### src/rtl/caption_line_sel_pkg.sv
// Shared types and constants for the caption data slice line selector.
package caption_line_sel_pkg;

    localparam int PROG_W = 5;
    localparam logic [PROG_W-1:0] PROG_MAX_BOTH = 5'd29;

    typedef enum logic [1:0] {
        MODE_FIXED   = 2'b00,
        MODE_PROG    = 2'b01,
        MODE_BOTH_PL = 2'b10,
        MODE_BOTH_FL = 2'b11
    } line_mode_e;

    typedef struct packed {
        line_mode_e        mode;
        logic [PROG_W-1:0] line;
        logic              lvl_field;
        logic              field;
    } sel_cfg_t;

    // Clamp a programmable value to the legal maximum of the given mode.
    function automatic logic [PROG_W-1:0] clamp_line(line_mode_e m, logic [PROG_W-1:0] v);
        if ((m == MODE_BOTH_PL || m == MODE_BOTH_FL) && v > PROG_MAX_BOTH)
            return PROG_MAX_BOTH;
        return v;
    endfunction

endpackage

### src/rtl/cls_cfg_latch.sv
// Configuration capture: holds mode, programmable line, level field and field
// identity captured at each field start. Assumes field_start is a single-cycle pulse.
// The effective output shows the incoming values during the capture cycle itself.
module cls_cfg_latch
    import caption_line_sel_pkg::*;
(
    input  logic              clk,
    input  logic              rst_n,
    input  logic              field_start,
    input  logic              field_id,
    input  logic [1:0]        cfg_mode,
    input  logic [PROG_W-1:0] cfg_line,
    input  logic              cfg_level_field,
    output sel_cfg_t          cfg_eff,
    output sel_cfg_t          cfg_held
);
    sel_cfg_t cfg_new;

    // Build the clamped candidate configuration from the inputs.
    always_comb begin
        cfg_new.mode      = line_mode_e'(cfg_mode);
        cfg_new.line      = clamp_line(line_mode_e'(cfg_mode), cfg_line);
        cfg_new.lvl_field = cfg_level_field;
        cfg_new.field     = field_id;
    end

    // Capture the candidate configuration on a field start.
    always_ff @(posedge clk) begin
        if (!rst_n) begin
            cfg_held <= '{mode: MODE_FIXED, line: '0, lvl_field: 1'b0, field: 1'b0};
        end else if (field_start) begin
            cfg_held <= cfg_new;
        end
    end

    // Effective configuration for a line starting in the capture cycle.
    always_comb begin
        cfg_eff = field_start ? cfg_new : cfg_held;
    end

endmodule

### src/rtl/cls_line_match.sv
// Line qualification: compares the line number with the fixed caption line and
// the programmable line, and derives the slice and level decisions for the mode.
// Purely combinational; assumes LINE_W is wide enough to hold FIXED_LINE.
module cls_line_match
    import caption_line_sel_pkg::*;
#(
    parameter int LINE_W     = 10,
    parameter int FIXED_LINE = 21
) (
    input  sel_cfg_t          cfg,
    input  logic [LINE_W-1:0] line_num,
    output logic              want_slice,
    output logic              want_level
);
    localparam int NCAND = 2;   // index 0: fixed line, index 1: programmable line
    localparam logic [LINE_W-1:0] FIXED_L = LINE_W'(FIXED_LINE);

    logic [LINE_W-1:0] cand      [NCAND];
    logic [NCAND-1:0]  hit;
    logic [NCAND-1:0]  slice_use;
    logic [NCAND-1:0]  level_use;
    logic              field_ok;

    // Candidate line numbers.
    always_comb begin
        cand[0] = FIXED_L;
        cand[1] = LINE_W'(cfg.line);
    end

    // One comparator per candidate line.
    for (genvar i = 0; i < NCAND; i++) begin : g_cmp
        assign hit[i] = (line_num == cand[i]);
    end

    // Mode decode: which candidates slice and which feed the level.
    always_comb begin
        slice_use[0] = (cfg.mode != MODE_PROG);
        slice_use[1] = (cfg.mode != MODE_FIXED);
        level_use[0] = (cfg.mode == MODE_FIXED) || (cfg.mode == MODE_BOTH_FL);
        level_use[1] = (cfg.mode == MODE_PROG)  || (cfg.mode == MODE_BOTH_PL);
        field_ok     = (cfg.field == cfg.lvl_field);
    end

    // Final decisions.
    always_comb begin
        want_slice = |(hit & slice_use);
        want_level = field_ok && |(hit & level_use);
    end

endmodule

### src/rtl/cls_strobe_reg.sv
// Strobe register: loads the decisions on each line start, holds them for the
// line period and clears them on a field start that has no line start.
module cls_strobe_reg (
    input  logic clk,
    input  logic rst_n,
    input  logic line_start,
    input  logic field_start,
    input  logic want_slice,
    input  logic want_level,
    output logic slice_en,
    output logic level_en
);
    // Update the strobes at line and field boundaries only.
    always_ff @(posedge clk) begin
        if (!rst_n) begin
            slice_en <= 1'b0;
            level_en <= 1'b0;
        end else if (line_start) begin
            slice_en <= want_slice;
            level_en <= want_level;
        end else if (field_start) begin
            slice_en <= 1'b0;
            level_en <= 1'b0;
        end
    end

endmodule

### src/rtl/caption_line_sel.sv
// Top of the caption data slice line selector. Decides per line whether data is
// sliced and whether the slice level is generated. Assumes line_num is valid in
// the cycle of line_start and that field_start and line_start are one-cycle pulses.
module caption_line_sel
    import caption_line_sel_pkg::*;
#(
    parameter int LINE_W     = 10,
    parameter int FIXED_LINE = 21
) (
    input  logic              clk,
    input  logic              rst_n,
    input  logic              field_start,
    input  logic              line_start,
    input  logic              field_id,
    input  logic [LINE_W-1:0] line_num,
    input  logic [1:0]        cfg_mode,
    input  logic [4:0]        cfg_line,
    input  logic              cfg_level_field,
    output logic              slice_en,
    output logic              level_en
);
    sel_cfg_t cfg_eff;
    sel_cfg_t cfg_held;
    logic     want_slice;
    logic     want_level;

    cls_cfg_latch u_cfg (
        .clk             (clk),
        .rst_n           (rst_n),
        .field_start     (field_start),
        .field_id        (field_id),
        .cfg_mode        (cfg_mode),
        .cfg_line        (cfg_line),
        .cfg_level_field (cfg_level_field),
        .cfg_eff         (cfg_eff),
        .cfg_held        (cfg_held)
    );

    cls_line_match #(
        .LINE_W     (LINE_W),
        .FIXED_LINE (FIXED_LINE)
    ) u_match (
        .cfg        (cfg_eff),
        .line_num   (line_num),
        .want_slice (want_slice),
        .want_level (want_level)
    );

    cls_strobe_reg u_strobe (
        .clk         (clk),
        .rst_n       (rst_n),
        .line_start  (line_start),
        .field_start (field_start),
        .want_slice  (want_slice),
        .want_level  (want_level),
        .slice_en    (slice_en),
        .level_en    (level_en)
    );

endmodule

### config.mk
export PLATFORM = sky130hd
export DESIGN_NAME = caption_line_sel
export DESIGN_NICKNAME = d
export VERILOG_FILES = /design/src/rtl/caption_line_sel_pkg.sv /design/src/rtl/cls_cfg_latch.sv /design/src/rtl/cls_line_match.sv /design/src/rtl/cls_strobe_reg.sv /design/src/rtl/caption_line_sel.sv
export SDC_FILE = /design/constraint.sdc
export NUM_CORES = 1
export LEC_CHECK = 0
export BUFFER_PORTS_ARGS = -buffer_cell sky130_fd_sc_hd__buf_2
export CAP_MARGIN = 10
export CELL_PAD_IN_SITES_DETAIL_PLACEMENT = 1
export CELL_PAD_IN_SITES_GLOBAL_PLACEMENT = 2
export CORE_MARGIN = 2
export CORE_UTILIZATION = 27
export DETAILED_ROUTE_END_ITERATION = 6
export PLACE_DENSITY_LB_ADDON = 0.3
export SLEW_MARGIN = 20
export SYNTH_ARGS = -nofsm -noshare
export SYNTH_HDL_FRONTEND = slang
export SYNTH_SLANG_ARGS = --single-unit
### constraint.sdc
create_clock -name clk -period 1.85 [get_ports clk]
set_clock_uncertainty 0.05 [all_clocks]
set_input_delay 0.0925 -clock clk [delete_from_list [all_inputs] [get_ports clk]]
set_output_delay 0.0925 -clock clk [all_outputs]
set_load 0.01 [all_outputs]
==> results of run 1 <==
-- cell usage after synthesis --
master | n | area [um2]
dfxtp_1 | 11 | 220
mux2i_1 | 9 | 90.1
nor2b_1 | 8 | 50.1
xnor2_1 | 6 | 52.6
o21ai_0 | 3 | 15.0
a21oi_1 | 2 | 10.0
buf_2 | 2 | 10.0
ha_1 | 2 | 25.0
inv_1 | 2 | 7.51
nand3b_1 | 2 | 15.0
nand4b_1 | 2 | 17.5
nor2_1 | 2 | 7.51
nor3b_1 | 2 | 15.0
o21ai_1 | 2 | 10.0
o22ai_1 | 2 | 12.5
or4_4 | 2 | 22.5
a41oi_1 | 1 | 8.76
and2_1 | 1 | 6.26
and4_1 | 1 | 8.76
buf_4 | 1 | 7.51
clkinv_1 | 1 | 3.75
nand2_1 | 1 | 3.75
nand4_1 | 1 | 6.26
nor3_1 | 1 | 5.00
nor4_1 | 1 | 6.26
nor4b_2 | 1 | 15.0
o21ai_2 | 1 | 8.76
xor2_1 | 1 | 8.76
-- kinds of logic after synthesis --
| group | share of synthesized area (%) |
|---|---|
| buf+inv | 4.30 |
| mux | 13.5 |
| xor+xnor | 9.16 |
| simple gates | 26.7 |
| flops | 32.9 |
| compound gates | 9.72 |
| fa+ha+maj | 3.74 |
-- per-layer routing --
layer	track usage (%)	wire, um	vias up
met5	0	0	-
li1	-	-	307
met2	21.5	768	7
met3	2.50	51	2
met4	5.13	15	0
met1	15.7	748	290
-- flip-flops by register name, indices dropped and copies added (netlist names) --
signal and cells:
u_cfg.cfg_held 9, u_strobe.slice_en 1, u_strobe.level_en 1
-- metrics by stage --
step	utilization [%]	std cells	total power [mW]	worst slack (ps)
floorplan	-	71	0.331	241
global placement	34.2	124	0.378	104
detailed placement	34.2	124	0.381	83.4
CTS	35.3	128	0.550	339
global route	35.3	128	0.581	172
finish	35.3	128	0.542	353
-- placed cells by master (no fill, tap or decap), types with 3 or more instances in the layout --
cell,n
dfxtp_1,11
o21ai_0,3
clkbuf_4,3
mux2i_1,9
xnor2_1,6
buf_2,24
nor2b_1,8
-- final cells by class --
type / instances / area share (%)
Multi-Input combinational cell: 54 / 49.4
Sequential cell: 11 / 25.9
Timing Repair Buffer: 26 / 15.9
Inverter: 3 / 1.32
Tap cell: 30 / 4.41
Clock buffer: 4 / 3.09
-- worst reg2reg max path: cells and delay by family (launching register included) --
kind | cells | cell delay [ps]
XOR/XNOR | 1 | 100
AND/OR/NAND/NOR | 2 | 640
multiplexers | 1 | 200
AO/OA/AOI/OAI | 1 | 160
flip-flops | 1 | 300
-- worst max path at each step --
| stage | slack, ps | end |
|---|---|---|
| 6_report | 350 | u_strobe.level_en$_SDFFE_PN0P_ |
| 5_1_grt | 170 | u_strobe.level_en$_SDFFE_PN0P_ |
| 4_1_cts | 340 | u_strobe.level_en$_SDFFE_PN0P_ |
| 3_5_place_dp | 80 | u_strobe.level_en$_SDFFE_PN0P_ |
| 3_3_place_gp | 100 | u_strobe.level_en$_SDFFE_PN0P_ |
| 2_1_floorplan | 240 | u_strobe.level_en$_SDFFE_PN0P_ |
-- report_power, final --
part	leakage [nW]	switching [mW]	total (mW)	internal (mW)
combinational	0.259	0.0594	0.119	0.0597
clock	0.0150	0.0854	0.169	0.0832
sequential	0.0907	0.00464	0.254	0.249
==> flow_metrics.env, run 1 <==
export IMPL_slowest_delay_ps=450
export IMPL_gp_routability_congestion=0.776
export IMPL_cts_buffers=3
export IMPL_whs_endpoint="u_cfg.cfg_held[1]$_SDFF_PN0_"
export IMPL_arrival_ps=1650
export IMPL_status="finished clean"
export IMPL_syn2layout_area_growth_pct=27.1
export IMPL_post_cts_buffers=0
export IMPL_root_buffer="clkbuf_4"
export IMPL_cts_num_sinks=11
export IMPL_drive_gt1_share_pct=33.7
export IMPL_h_tree_depth=1
export IMPL_synth_area_um2=669
export IMPL_ys_ff_latch=11
export IMPL_period_needed_ps=1500
export IMPL_regArea_um2=220
export IMPL_r2r_cells=5
export IMPL_drv_cap=0
export IMPL_dieArea_mm2=0.00289
export IMPL_post_dp_hpwl_um=1300
export IMPL_setup_violations_final=0
export IMPL_numPortBuffers=24
export IMPL_reg2reg_slack_ps=350
export IMPL_holdBufCountCts=0
export IMPL_antenna_found_initial=0
export IMPL_core_area_mm2=0.00241
export IMPL_fin_crit_sh_pct=80.9
export IMPL_grt_pass1_wl_um=2620
export IMPL_drc_errors=0
export IMPL_fin_area_um2=851
export IMPL_yosys_warnings=0
export IMPL_fp_row_count=18
export IMPL_r2r_end="u_strobe.level_en$_SDFFE_PN0P_"
export IMPL_cp_slowest_cell="nor4_1"
export IMPL_drtPass1Iterations=2
export IMPL_clk_pin_slew_worst_paths_ps=80
export IMPL_hold_depth=3
export IMPL_initial_utilization_pct=27.8
export IMPL_crit_chain="mux2i_1, xnor2_1, nor4_1, nand4_1, o21ai_2"
export IMPL_vias_per_cell=4.73
export IMPL_n_fill_cell=298
export IMPL_slew_viol_final=0
export IMPL_first_global_vias=613
export IMPL_powerDensity_mw_per_mm2=637
export IMPL_dr_first_iter_drc_count=4
export IMPL_cts_resized=0
export IMPL_worstSetupStartpoint="u_cfg.cfg_held[6]$_SDFF_PN0_"
export IMPL_endpoint_kind="flop"
export IMPL_gr_total_overflow=0
export IMPL_multi_input_area_um2=420
export IMPL_p_leak_nw=0.365
export IMPL_critPathBufInv=0
export IMPL_vias=606
export IMPL_setup_tns_ps=0
export IMPL_synth_avg_cell_area_um2=9.43
export IMPL_synth_cell_types=28
export IMPL_rsz0062_at_grt="false"
export IMPL_whs_ps=68.2
export IMPL_worstPathRequired_ps=2010
export IMPL_wl_per_cell_um=12.4
export IMPL_grt_max_degree=13
export IMPL_finalHoldViolations=0
export IMPL_worst_slew_pin_slew_ps=468
export IMPL_clk_path_buf_depth=2
export IMPL_cp_num_cells=5
export IMPL_io_pins=25
export IMPL_worstSetupPathType="flop to flop"
export IMPL_diodes=0
export IMPL_final_antenna_net_count=0
export IMPL_worstSetupStartpointType="flop"
export IMPL_die_w_um=53.8
export IMPL_hp_start="cfg_level_field"
export IMPL_cp_max_fo=2
export IMPL_synth_net_count=96
export IMPL_groute_usage_overall_pct=12.7
export IMPL_wl_um=1580
export IMPL_yosysSeqAreaShare_pct=32.9
export IMPL_slew_headroom_pct=68.5
export IMPL_max_clock_freq_ghz=0.668
export IMPL_vdd_ir_drop_max_v=0.000286
export IMPL_place_area_um2=825
export IMPL_num_nets_final=124
export IMPL_cts_tree="done"
export IMPL_min_path_type="input pin to flop"
export IMPL_path_delay_family="simple AND/OR/NAND/NOR gates"
export IMPL_die_y_um=53.8
export IMPL_clock_latency_ps=260
export IMPL_syn_inst=71
export IMPL_rr_startpoint="u_cfg.cfg_held[6]$_SDFF_PN0_"
(Power assumes the default switching activity.)
==> inputs of run 2 (changes only) <==
- clock period: 1.85 -> 1.6 ns (I/O delays scaled with it)
==> flow_metrics.env, run 2 (synthesized netlist as in run 1, its figures left out) <==
export IMPL_worstSetupStartpointType="input pin"
export IMPL_dpl_worst_slack_ps=-166
export IMPL_h_tree_depth=1
export IMPL_post_dp_hpwl_um=1350
export IMPL_n_fill_cell=301
export IMPL_wl_met3_um=59
export IMPL_grt_max_degree=13
export IMPL_root_buffer="clkbuf_4"
export IMPL_clk_path_buf_depth=2
export IMPL_post_cts_buffers=0
export IMPL_drv_cap=0
export IMPL_die_y_um=53.8
export IMPL_regMostFlops="u_cfg.cfg_held"
export IMPL_setup_violations_final=0
export IMPL_mostFrequentLayoutCell="buf_2"
export IMPL_placed_cells=129
export IMPL_worstSetupPathType="input pin to flop"
export IMPL_diodes=0
export IMPL_fp_row_count=18
export IMPL_place_area_um2=875
export IMPL_vdd_ir_drop_max_v=0.000467
export IMPL_drc_errors=0
export IMPL_gp_routability_congestion=0.707
export IMPL_largest_registers="u_cfg.cfg_held x9, u_strobe.level_en x1, u_strobe.slice_en x1"
export IMPL_core_area_mm2=0.00241
export IMPL_wl_met1_um=784
export IMPL_worst_slew_pin_slew_ps=273
export IMPL_clk_pin_slew_worst_paths_ps=70
export IMPL_whs_ps=53.7
export IMPL_period_needed_ps=1480
export IMPL_final_cell_mix="24 x buf_2, 11 x dfxtp_1, 9 x mux2i_1, 8 x nor2b_1"
export IMPL_syn2layout_area_growth_pct=34.6
export IMPL_fin_cells=133
export IMPL_wl_per_cell_um=12.6
export IMPL_drtPass1Iterations=4
export IMPL_slew_viol_final=0
export IMPL_drive_gt1_share_pct=36.9
export IMPL_vias_per_cell=4.78
export IMPL_setup_tns_ps=0
export IMPL_rsz0062_at_grt="false"
export IMPL_fin_crit_sh_pct=92.7
export IMPL_vias=636
export IMPL_powerDensity_mw_per_mm2=709
export IMPL_numPortBuffers=24
export IMPL_fin_ws_ps=117
export IMPL_arrival_ps=1630
export IMPL_num_nets_final=129
export IMPL_dr_first_iter_drc_count=7
export IMPL_cts_num_sinks=11
export IMPL_largest_reg_flops=9
export IMPL_cp_max_fo=3
export IMPL_fin_area_um2=901
export IMPL_min_path_type="input pin to flop"
export IMPL_final_core_util_pct=37.4
export IMPL_clock_latency_ps=260
export IMPL_final_antenna_net_count=0
export IMPL_power_uw=639
export IMPL_finalHoldViolations=0
export IMPL_first_global_vias=641
export IMPL_groute_usage_overall_pct=13.8
export IMPL_initial_utilization_pct=27.8
export IMPL_dieArea_mm2=0.00289
export IMPL_io_pins=25
export IMPL_endpoint_kind="flop"
export IMPL_holdBufCountCts=0
export IMPL_highest_layer="met4"
export IMPL_antenna_found_initial=0
export IMPL_die_w_um=53.8
export IMPL_cts_buffers=3
export IMPL_worstPathRequired_ps=1750
export IMPL_cts_tree="done"
export IMPL_cts_resized=0
export IMPL_met2WireLength_um=814
export IMPL_grt_pass1_wl_um=2820
export IMPL_p_leak_nw=0.393
export IMPL_status="finished clean"
export IMPL_max_clock_freq_ghz=0.674
export IMPL_slew_headroom_pct=81.3
export IMPL_wl_um=1670
export IMPL_gr_total_overflow=0
export IMPL_reg2reg_slack_ps=190
run 2: changes by cell type in the layout (fill, tap and decap cells not counted), sizes merged:
cell / change
buf: +5
run 2: area by class of cell:
class                      count  area (um2)  share of cell area [%]
multi-input combinational     54         420                    46.7
sequential                    11         220                    24.4
timing repair buffer          31         185                    20.6
tap                           30        37.5                    4.17
clock buffer                   4        26.3                    2.92
inverter                       3        11.3                    1.25
run 2: worst max-delay path, cell delays in order:
cell	delay, ps
buf_2	100
or4_4	540
or4_4	500
nor4b_2	260
o21ai_1	100
o21ai_2	60
run 2: layer usage:
metal  global-route usage (%)  vias to the layer above
li1                         -                      321
met1                     17.6                      304
met2                     22.4                        9
met3                     3.33                        2
met4                     5.13                        0
met5                        0                        -
run 2: final timing paths:
path / start / depth (start not counted) / endpoint
setup / recovery: line_num[7] / 6 / u_strobe.level_en$_SDFFE_PN0P_
hold / removal: field_id / 3 / u_cfg.cfg_held[0]$_SDFF_PN0_
setup reg to reg: u_cfg.cfg_held[5]$_SDFF_PN0_ / 6 / u_strobe.level_en$_SDFFE_PN0P_
hold reg to reg: u_cfg.cfg_held[0]$_SDFF_PN0_ / 2 / u_cfg.cfg_held[0]$_SDFF_PN0_
run 2: report_power, final:
group,internal [mW],switching (mW)
registers,0.288,0.00599
clock network,0.0964,0.0922
logic,0.0834,0.0723
==> inputs of run 3 (changes only) <==
- CORE_ASPECT_RATIO: default -> 1.1
- CTS_CLUSTER_SIZE: default -> 25
==> flow_metrics.env, run 3 (synthesized netlist as in run 1, its figures left out) <==
export IMPL_max_clock_freq_ghz=0.680
export IMPL_p_leak_nw=0.397
export IMPL_slowest_delay_ps=520
export IMPL_place_area_um2=877
export IMPL_vias=632
export IMPL_drive_gt1_share_pct=38.1
export IMPL_largest_registers="u_cfg.cfg_held x9, u_strobe.level_en x1, u_strobe.slice_en x1"
export IMPL_slew_viol_final=0
export IMPL_fin_area_um2=903
export IMPL_setup_tns_ps=0
export IMPL_worstSetupStartpointType="input pin"
export IMPL_setup_violations_final=0
export IMPL_wl_per_cell_um=12.1
export IMPL_largest_reg_flops=9
export IMPL_path_delay_family="simple AND/OR/NAND/NOR gates"
export IMPL_cts_resized=0
export IMPL_die_y_um=56.2
export IMPL_rsz0062_at_grt="false"
export IMPL_clk_pin_slew_worst_paths_ps=70
export IMPL_clock_latency_ps=260
export IMPL_drv_cap=0
export IMPL_gp_routability_congestion=0.762
export IMPL_endpoint_kind="flop"
export IMPL_arrival_ps=1620
export IMPL_drtPass1Iterations=2
export IMPL_grt_pass1_wl_um=2820
export IMPL_die_w_um=51.5
export IMPL_num_nets_final=131
export IMPL_drc_errors=0
export IMPL_worst_path_most_repeated_cell="or4_4"
export IMPL_dr_first_iter_drc_count=6
export IMPL_powerDensity_mw_per_mm2=703
export IMPL_numPortBuffers=24
export IMPL_critPathBufInv=1
export IMPL_dieArea_mm2=0.00289
export IMPL_core_area_mm2=0.00230
export IMPL_first_global_vias=638
export IMPL_mostFrequentLayoutCell="buf_2"
export IMPL_root_buffer="clkbuf_4"
export IMPL_cts_num_sinks=11
export IMPL_syn2layout_area_growth_pct=35.0
export IMPL_fin_crit_sh_pct=91.9
export IMPL_groute_usage_overall_pct=13.1
export IMPL_status="finished clean"
export IMPL_period_needed_ps=1470
export IMPL_min_path_type="input pin to flop"
export IMPL_io_pins=25
export IMPL_h_tree_depth=1
export IMPL_diodes=0
export IMPL_post_cts_buffers=0
export IMPL_slew_headroom_pct=81.4
export IMPL_cp_max_fo=2
export IMPL_fp_row_count=18
export IMPL_worst_slew_pin_slew_ps=271
export IMPL_initial_utilization_pct=29.1
export IMPL_final_antenna_net_count=0
export IMPL_wl_um=1630
export IMPL_final_core_util_pct=39.3
export IMPL_cts_tree="done"
export IMPL_fin_ws_ps=130
export IMPL_antenna_found_initial=0
export IMPL_final_cell_mix="24 x buf_2, 11 x dfxtp_1, 9 x mux2i_1, 9 x buf_4, 8 x nor2b_1"
export IMPL_crit_chain="buf_2, or4_4, or4_4, nor4b_2, o21ai_1, o21ai_2"
export IMPL_cts_buffers=3
export IMPL_vdd_ir_drop_max_v=0.000595
export IMPL_vias_per_cell=4.68
export IMPL_finalHoldViolations=0
export IMPL_post_dp_hpwl_um=1400
export IMPL_regMostFlops="u_cfg.cfg_held"
export IMPL_cp_slowest_cell="or4_4"
export IMPL_holdBufCountCts=0
export IMPL_grt_max_degree=13
export IMPL_worstPathRequired_ps=1750
export IMPL_gr_total_overflow=0
export IMPL_clk_path_buf_depth=2
export IMPL_dpl_worst_slack_ps=-161
export IMPL_worstSetupPathType="input pin to flop"
[run 3: cell count changes in the layout (fill, tap and decap cells not counted)]
| cell | previous run | this run |
|---|---|---|
| buf_12 | 1 | 0 |
| buf_4 | 6 | 9 |
[run 3: final cells by class]
cell class                      instances  area (um2)
Clock buffer                            4        26.3
Fill cell                             289        1390
Inverter                                3        11.3
Multi-Input combinational cell         54         420
Sequential cell                        11         220
Tap cell                               30        37.5
Timing Repair Buffer                   33         188
[run 3: report_power, final]
part           switching [mW]  total (mW)  internal [mW]  leakage, nW
registers             0.00541       0.294          0.288       0.0907
logic                  0.0708       0.154         0.0831        0.292
clock network          0.0910       0.187         0.0964       0.0150
total                   0.167       0.635          0.468        0.397
[run 3: per-layer routing]
layer	up-vias	wire [um]	global-route usage, %
met5	-	0	0
met3	5	53	3.49
met4	0	40	6.77
met1	296	704	15.0
met2	10	836	21.6
li1	321	-	-
[run 3: worst paths after layout]
kind,startpoint,to,slack [ps],cells after the start
min,cfg_level_field,u_cfg.cfg_held[1]$_SDFF_PN0_,50,3
max,line_num[7],u_strobe.level_en$_SDFFE_PN0P_,130,6
min reg2reg,u_cfg.cfg_held[2]$_SDFF_PN0_,u_cfg.cfg_held[2]$_SDFF_PN0_,490,2
max reg2reg,u_cfg.cfg_held[6]$_SDFF_PN0_,u_strobe.level_en$_SDFFE_PN0P_,190,6
[run 3: worst register-to-register path, delay by kind of cell (launching register included)]
family | cells | cell delay, ps
and+or+nand+nor | 2 | 390
DFF | 1 | 300
muxes | 1 | 200
buffers and inverters | 1 | 160
AOI/OAI and AO/OA | 1 | 150
xor gates and xnor gates | 1 | 90
[run 3: metrics by stage]
step	std cells	total power, mW	hold WS (ps)
floorplan	71	0.383	158
global placement	131	0.454	325
detailed placement	131	0.457	329
CTS	135	0.648	51.7
global route	135	0.684	83.6
finish	135	0.635	50.9
